`src/rtl/mbflag_pkg.sv`:
```
package mbflag_pkg;
  localparam int MB_MAX     = 64;
  localparam int MB_WORD    = 32;
  localparam int MB_NWORD   = MB_MAX / MB_WORD;
  localparam int MB_CNT_W   = $clog2(MB_MAX + 1);
  localparam int FIFO_OVF   = 7;
  localparam int FIFO_WARN  = 6;
  localparam int FIFO_AVAIL = 5;
  localparam int FIFO_SPAN  = 8;

  typedef enum logic [1:0] {
    SEL_FLAG_LO = 2'b00,
    SEL_FLAG_HI = 2'b01,
    SEL_MASK_LO = 2'b10,
    SEL_MASK_HI = 2'b11
  } reg_sel_e;

  // Live lanes: below the configured count, minus dead FIFO lanes.
  function automatic logic [MB_MAX-1:0] live_lanes(input logic [MB_CNT_W-1:0] cnt,
                                                   input logic fifo);
    logic [MB_MAX-1:0] v;
    for (int i = 0; i < MB_MAX; i++) begin
      v[i] = (i < int'(cnt));
      if (fifo && i < FIFO_AVAIL) v[i] = 1'b0;
    end
    return v;
  endfunction
endpackage

```
`src/rtl/mbflag_srcmap.sv`:
```
module mbflag_srcmap
  import mbflag_pkg::*;
(
  input  logic              clk,
  input  logic              rst_n,
  input  logic              fifo_en,
  input  logic [MB_MAX-1:0] done,
  input  logic              ev_ovf,
  input  logic              ev_warn,
  input  logic              ev_avail,
  output logic [MB_MAX-1:0] set_vec
);
  logic [FIFO_SPAN-1:0] fifo_low;

  always_comb begin
    fifo_low             = '0;
    fifo_low[FIFO_OVF]   = ev_ovf;
    fifo_low[FIFO_WARN]  = ev_warn;
    fifo_low[FIFO_AVAIL] = ev_avail;
  end

  generate
    for (genvar g = 0; g < MB_MAX; g++) begin : g_lane
      if (g < FIFO_SPAN) begin : g_low
        assign set_vec[g] = fifo_en ? fifo_low[g] : done[g];
      end else begin : g_high
        assign set_vec[g] = done[g];
      end
    end
  endgenerate

  AST_FIFO_DEAD: assert property (@(posedge clk) disable iff (!rst_n)
    fifo_en |-> (set_vec[FIFO_AVAIL-1:0] == '0));
endmodule

```
`src/rtl/mbflag_bank.sv`:
```
module mbflag_bank
  import mbflag_pkg::*;
(
  input  logic               clk,
  input  logic               rst_n,
  input  logic [MB_WORD-1:0] live,
  input  logic [MB_WORD-1:0] set_ev,
  input  logic               flag_wr,
  input  logic               mask_wr,
  input  logic [MB_WORD-1:0] wr_data,
  output logic [MB_WORD-1:0] flag_rd,
  output logic [MB_WORD-1:0] mask_q,
  output logic [MB_WORD-1:0] irq
);
  logic [MB_WORD-1:0] flag_q;
  logic [MB_WORD-1:0] clr_vec;
  logic [MB_WORD-1:0] set_live;
  logic [MB_WORD-1:0] flag_d;

  assign clr_vec  = flag_wr ? wr_data : '0;
  assign set_live = set_ev & live;
  assign flag_d   = ((flag_q & ~clr_vec) | set_live) & live;

  always_ff @(posedge clk or negedge rst_n) begin
    if (!rst_n) begin
      flag_q <= '0;
      mask_q <= '0;
    end else begin
      flag_q <= flag_d;
      if (mask_wr) mask_q <= wr_data;
    end
  end

  assign flag_rd = flag_q & live;
  assign irq     = flag_rd & mask_q;

  AST_SET_WINS: assert property (@(posedge clk) disable iff (!rst_n)
    1'b1 |=> ((flag_q & $past(set_live)) == $past(set_live)));
  AST_W1C: assert property (@(posedge clk) disable iff (!rst_n)
    flag_wr |=> ((flag_q & $past(wr_data & ~set_ev)) == '0));
  AST_DEAD_ZERO: assert property (@(posedge clk) disable iff (!rst_n)
    1'b1 |=> ((flag_q & ~$past(live)) == '0));
  AST_MASK_LOAD: assert property (@(posedge clk) disable iff (!rst_n)
    mask_wr |=> (mask_q == $past(wr_data)));
endmodule

```
`src/rtl/mbflag_ctrl.sv`:
```
module mbflag_ctrl
  import mbflag_pkg::*;
(
  input  logic                clk,
  input  logic                rst_n,
  input  logic [MB_CNT_W-1:0] cfg_nbuf,
  input  logic                cfg_fifo_en,
  input  logic [MB_MAX-1:0]   mb_done,
  input  logic                fifo_ovf,
  input  logic                fifo_warn,
  input  logic                fifo_avail,
  input  logic                wr_en,
  input  logic [1:0]          wr_sel,
  input  logic [MB_WORD-1:0]  wr_data,
  input  logic [1:0]          rd_sel,
  output logic [MB_WORD-1:0]  rd_data,
  output logic [MB_MAX-1:0]   buf_irq,
  output logic                any_irq
);
  logic [MB_MAX-1:0]  live_vec;
  logic [MB_MAX-1:0]  set_vec;
  logic [MB_WORD-1:0] flag_w [MB_NWORD];
  logic [MB_WORD-1:0] mask_w [MB_NWORD];

  assign live_vec = live_lanes(cfg_nbuf, cfg_fifo_en);

  mbflag_srcmap u_srcmap (
    .clk      (clk),
    .rst_n    (rst_n),
    .fifo_en  (cfg_fifo_en),
    .done     (mb_done),
    .ev_ovf   (fifo_ovf),
    .ev_warn  (fifo_warn),
    .ev_avail (fifo_avail),
    .set_vec  (set_vec)
  );

  generate
    for (genvar w = 0; w < MB_NWORD; w++) begin : g_word
      logic flag_wr_w;
      logic mask_wr_w;
      assign flag_wr_w = wr_en && !wr_sel[1] && (int'(wr_sel[0]) == w);
      assign mask_wr_w = wr_en &&  wr_sel[1] && (int'(wr_sel[0]) == w);
      mbflag_bank u_bank (
        .clk     (clk),
        .rst_n   (rst_n),
        .live    (live_vec[w*MB_WORD +: MB_WORD]),
        .set_ev  (set_vec[w*MB_WORD +: MB_WORD]),
        .flag_wr (flag_wr_w),
        .mask_wr (mask_wr_w),
        .wr_data (wr_data),
        .flag_rd (flag_w[w]),
        .mask_q  (mask_w[w]),
        .irq     (buf_irq[w*MB_WORD +: MB_WORD])
      );
    end
  endgenerate

  always_comb begin
    rd_data = rd_sel[1] ? mask_w[rd_sel[0]] : flag_w[rd_sel[0]];
  end

  assign any_irq = |buf_irq;

  AST_RESET_QUIET: assert property (@(posedge clk)
    !rst_n |-> (buf_irq == '0));
  AST_IRQ_HAS_FLAG: assert property (@(posedge clk) disable iff (!rst_n)
    (buf_irq & ~live_vec) == '0);
endmodule

```
`config.mk`:
```
export PLATFORM = sky130hd
export DESIGN_NAME = mbflag_ctrl
export DESIGN_NICKNAME = d
export VERILOG_FILES = /design/src/rtl/mbflag_pkg.sv /design/src/rtl/mbflag_srcmap.sv /design/src/rtl/mbflag_bank.sv /design/src/rtl/mbflag_ctrl.sv
export SDC_FILE = /design/constraint.sdc
export NUM_CORES = 1
export LEC_CHECK = 0
export BUFFER_PORTS_ARGS = -buffer_cell sky130_fd_sc_hd__buf_2
export CAP_MARGIN = 30
export CELL_PAD_IN_SITES_DETAIL_PLACEMENT = 0
export CELL_PAD_IN_SITES_GLOBAL_PLACEMENT = 2
export CORE_AREA = 2 2 187 152
export DETAILED_ROUTE_END_ITERATION = 12
export DIE_AREA = 0 0 189 154
export MAX_ROUTING_LAYER = met4
export PLACE_DENSITY = 0.82
export REMOVE_ABC_BUFFERS = 1
export SLEW_MARGIN = 10
export SYNTH_ARGS = -nofsm -noshare
export SYNTH_HDL_FRONTEND = slang
export SYNTH_SLANG_ARGS = --single-unit
```
`constraint.sdc`:
```
create_clock -name clk -period 1.8 [get_ports clk]
set_clock_uncertainty 0.1 [all_clocks]
set_input_delay 0.09 -clock clk [delete_from_list [all_inputs] [get_ports clk]]
set_output_delay 0.09 -clock clk [all_outputs]
set_load 0.005 [all_outputs]
```
==> out/metrics.csv <==
metric,value,unit
clkPwrFrac,32.6,%
cts_buffers,17,
min_period,2687,ps
critPathCapture,any_irq,
initial_core_util,27.87,%
synthCells,862,
first_pass_iters,5,
outcome,"finished, violations left",
hold_ws,48.12,ps
postRouteAntennaNets,0,
synth_seq_cells,128,
irDropWorstVdd,0.6500,mV
hold_path.class,in -> reg,
clock_sink_count,128,
power-per-cell-area,778.7,nW/um2
p_switching,3256,uW
cts_tree,built,
r2r_start,g_word[0].u_bank.flag_q[6],
globalRouteTotalUtil,24.87,%
antenna_found_initial,1,
cp-end-kind,primary output,
rsz0062_at_grt,yes,
setup_slack,-887.3,ps
synth_edf_count,0,
grt_pass1_vias,9235,
finalNetCount,1578,
final_common_cell,buf_4,
die_w,189,um
htreeDepth,4,
layout.cells.non_filler,1842,
io_buffers,210,
drt_iter0_markers,662,
grt_pass1_wl,53.50,mm
cp.arrival,2500,ps
drc,0,
max_freq,0.3721,GHz
fp-row-count,54,
async_flop_share,100.0,%
placed_cells,1632,
hold_start,cfg_nbuf[5],
fp.dieArea,29110,um2
r2r-end,g_word[0].u_bank.flag_q[6],
drv_slew,0,
io_pins,211,
insertion_delay,420,ps
failed_checks,negative setup slack,
ff2ff_setup_slack,140,ps
synth.avg_cell_area,8.758,um2
cp-startpoint,g_word[1].u_bank.flag_q[31],
cts.reportedPaths.clkPinSlew,60,ps
max-cap-violations,0,
criticalPathCategory,reg -> out,
yosysSeqAreaShare,42.43,%
netlist_area,7550,um2
ys_types,62,
num-fill-cells,2509,
routedWlPerCell,19.05,um
area_growth_syn_to_layout,81.57,%
grt_max_degree,68,
viasPerCell,5.040,
drt-total-wl,35.10,mm
hold_viol,0,
synthFlopType,dfrtp_1,
ff2ff_path_depth,4,
pre_cts_slack,-823.5,ps
regArea,3203,um2
grt_overflow,0,
pwr-share-comb,33.9,%
seq_power_share,33.5,%
clk_path_buf_depth,2,
vias,9283,
fin_area,13710,um2
multiInputGateArea,4388,um2
leakage,0.006440,uW
switching_share,30.51,%
synth_area_leader_cell,dfrtp_1,
cp-start-kind,flip-flop,
power.internal,7418,uW
synth_top_area_share,42.43,%
yosys_warnings,0,
fin_crit_sh,149.3,%
cpMaxStageDelayCell,or4bb_1,
setup_viol,25,
final_util,50.60,%
crit_chain,"a22oi_2, o221ai_2, nor4_1, or4bb_1, nor4_2, buf_4, nand4_1, buf_2",
cp_max_fo,2,
root_buffer,clkbuf_16,
gp_congestion,0.9067,
layout_common_cells,"246 x buf_4, 201 x buf_2, 157 x dlygate4sd3_1",
relSlewSlack,55.68,%
dp_hpwl,25.49,mm
post_dp_cell_area,10890,um2
core_area,27090,um2
cp_data_required_time,1610,ps
slowest_delay,440,ps
drive_gt1_share,44.48,%
yosys-top-cells-area,"dfrtp_1 42%, mux2_2 9.7%, a21oi_1 8.9%, nand2_1 6.4%, nor2_1 3.9%",
max_slew.worst_pin.slew,659.8,ps
die_h,154,um
[synthesized netlist by cell type (all sizes together), types with 4 or more instances]
library cell and count:
nor3 5, nand3 10, and3 28, a211oi 26, mux2 65, clkbuf 48, nor2 78, buf 14
nand2 128, o21ai 21, nor2b 14, dfrtp 128, inv 10, mux4 4, or2 4, or4 4
a21boi 14, o21a 14, nor3b 20, a21o 5, a21oi 138, nand3b 10, a31oi 17, and2 5
nor4 8
[logic make-up after synthesis]
| kind of cell | after synthesis | share of synthesized area [%] |
|---|---|---|
| AND/OR/NAND/NOR | 329 | 21.46 |
| AO/OA/AOI/OAI | 261 | 20.93 |
| flip-flops | 128 | 42.43 |
| multiplexers | 72 | 11.29 |
| buffers and inverters | 72 | 3.895 |
[power by group through the flow]
stage / Combinational [uW] / Sequential (uW) / Clock, uW
2_1_floorplan: 1140 / 3550 / 0
6_report: 3620 / 3570 / 3480
4_1_cts: 3500 / 3570 / 3520
3_5_place_dp: 3050 / 3610 / 0
5_1_grt: 3900 / 3630 / 3630
3_3_place_gp: 3020 / 3600 / 0
[worst max-delay path, delay by kind of cell, from the launching register on]
family / cells / cell delay, ps
DFF: 1 / 400
and+or+nand+nor: 4 / 960
buffers and inverters: 2 / 310
AOI/OAI and AO/OA: 2 / 390
[routing by layer]
layer / track usage, % / vias up / part of all wire, %
li1: - / 4331 / -
met1: 33.90 / 4570 / 46
met5: - / - / 0
met3: 4.223 / 45 / 6.5
met2: 38.23 / 337 / 46
met4: 6.436 / 0 / 2.1
[worst min-delay path by stage]
stage | endpoint | slack, ps | cells past startpoint
global placement | g_word[0].u_bank.mask_q[9] | 50 | 2
global route | g_word[0].u_bank.flag_q[10] | 50 | 4
CTS | g_word[0].u_bank.flag_q[1] | 20 | 3
floorplan | g_word[0].u_bank.flag_q[0] | -310 | 0
finish | g_word[0].u_bank.flag_q[23] | 50 | 4
detailed placement | g_word[0].u_bank.mask_q[9] | 40 | 2
[metrics by stage]
step           total power (uW)  TNS (ps)
3_3_place_gp               6624     -5822
2_1_floorplan              4695    -19060
6_report                  10670     -3270
5_1_grt                   11160     -5525
4_1_cts                   10580     -2726
3_5_place_dp               6655     -5736
[repair_timing]
action / 4_1_cts / 5_1_grt
hold buffers: 157 / 0
resized for setup: 79 / 47
setup buffers: 11 / 10
gates cloned: 0 / 2
endpoints found under the hold margin: 256 / 0
endpoints found under the setup margin: 34 / 43
pin swaps: 18 / 13
[registers in the layout, indices dropped and copies added (netlist names)]
signal and cells:
g_word.u_bank.mask_q 64, g_word.u_bank.flag_q 64
[final cells by class]
class                   count  share of cell area [%]
flip-flops and latches    128                   23.37
clock inverters            10                  0.8123
repair buffers            645                   36.81
multi-input cells         662                   32.01
clock buffers              22                   3.386
well taps                 364                   3.322
inverters                  10                  0.2738
diodes                      1                 0.01825
No activity file was read; power rests on OpenSTA's default activity.
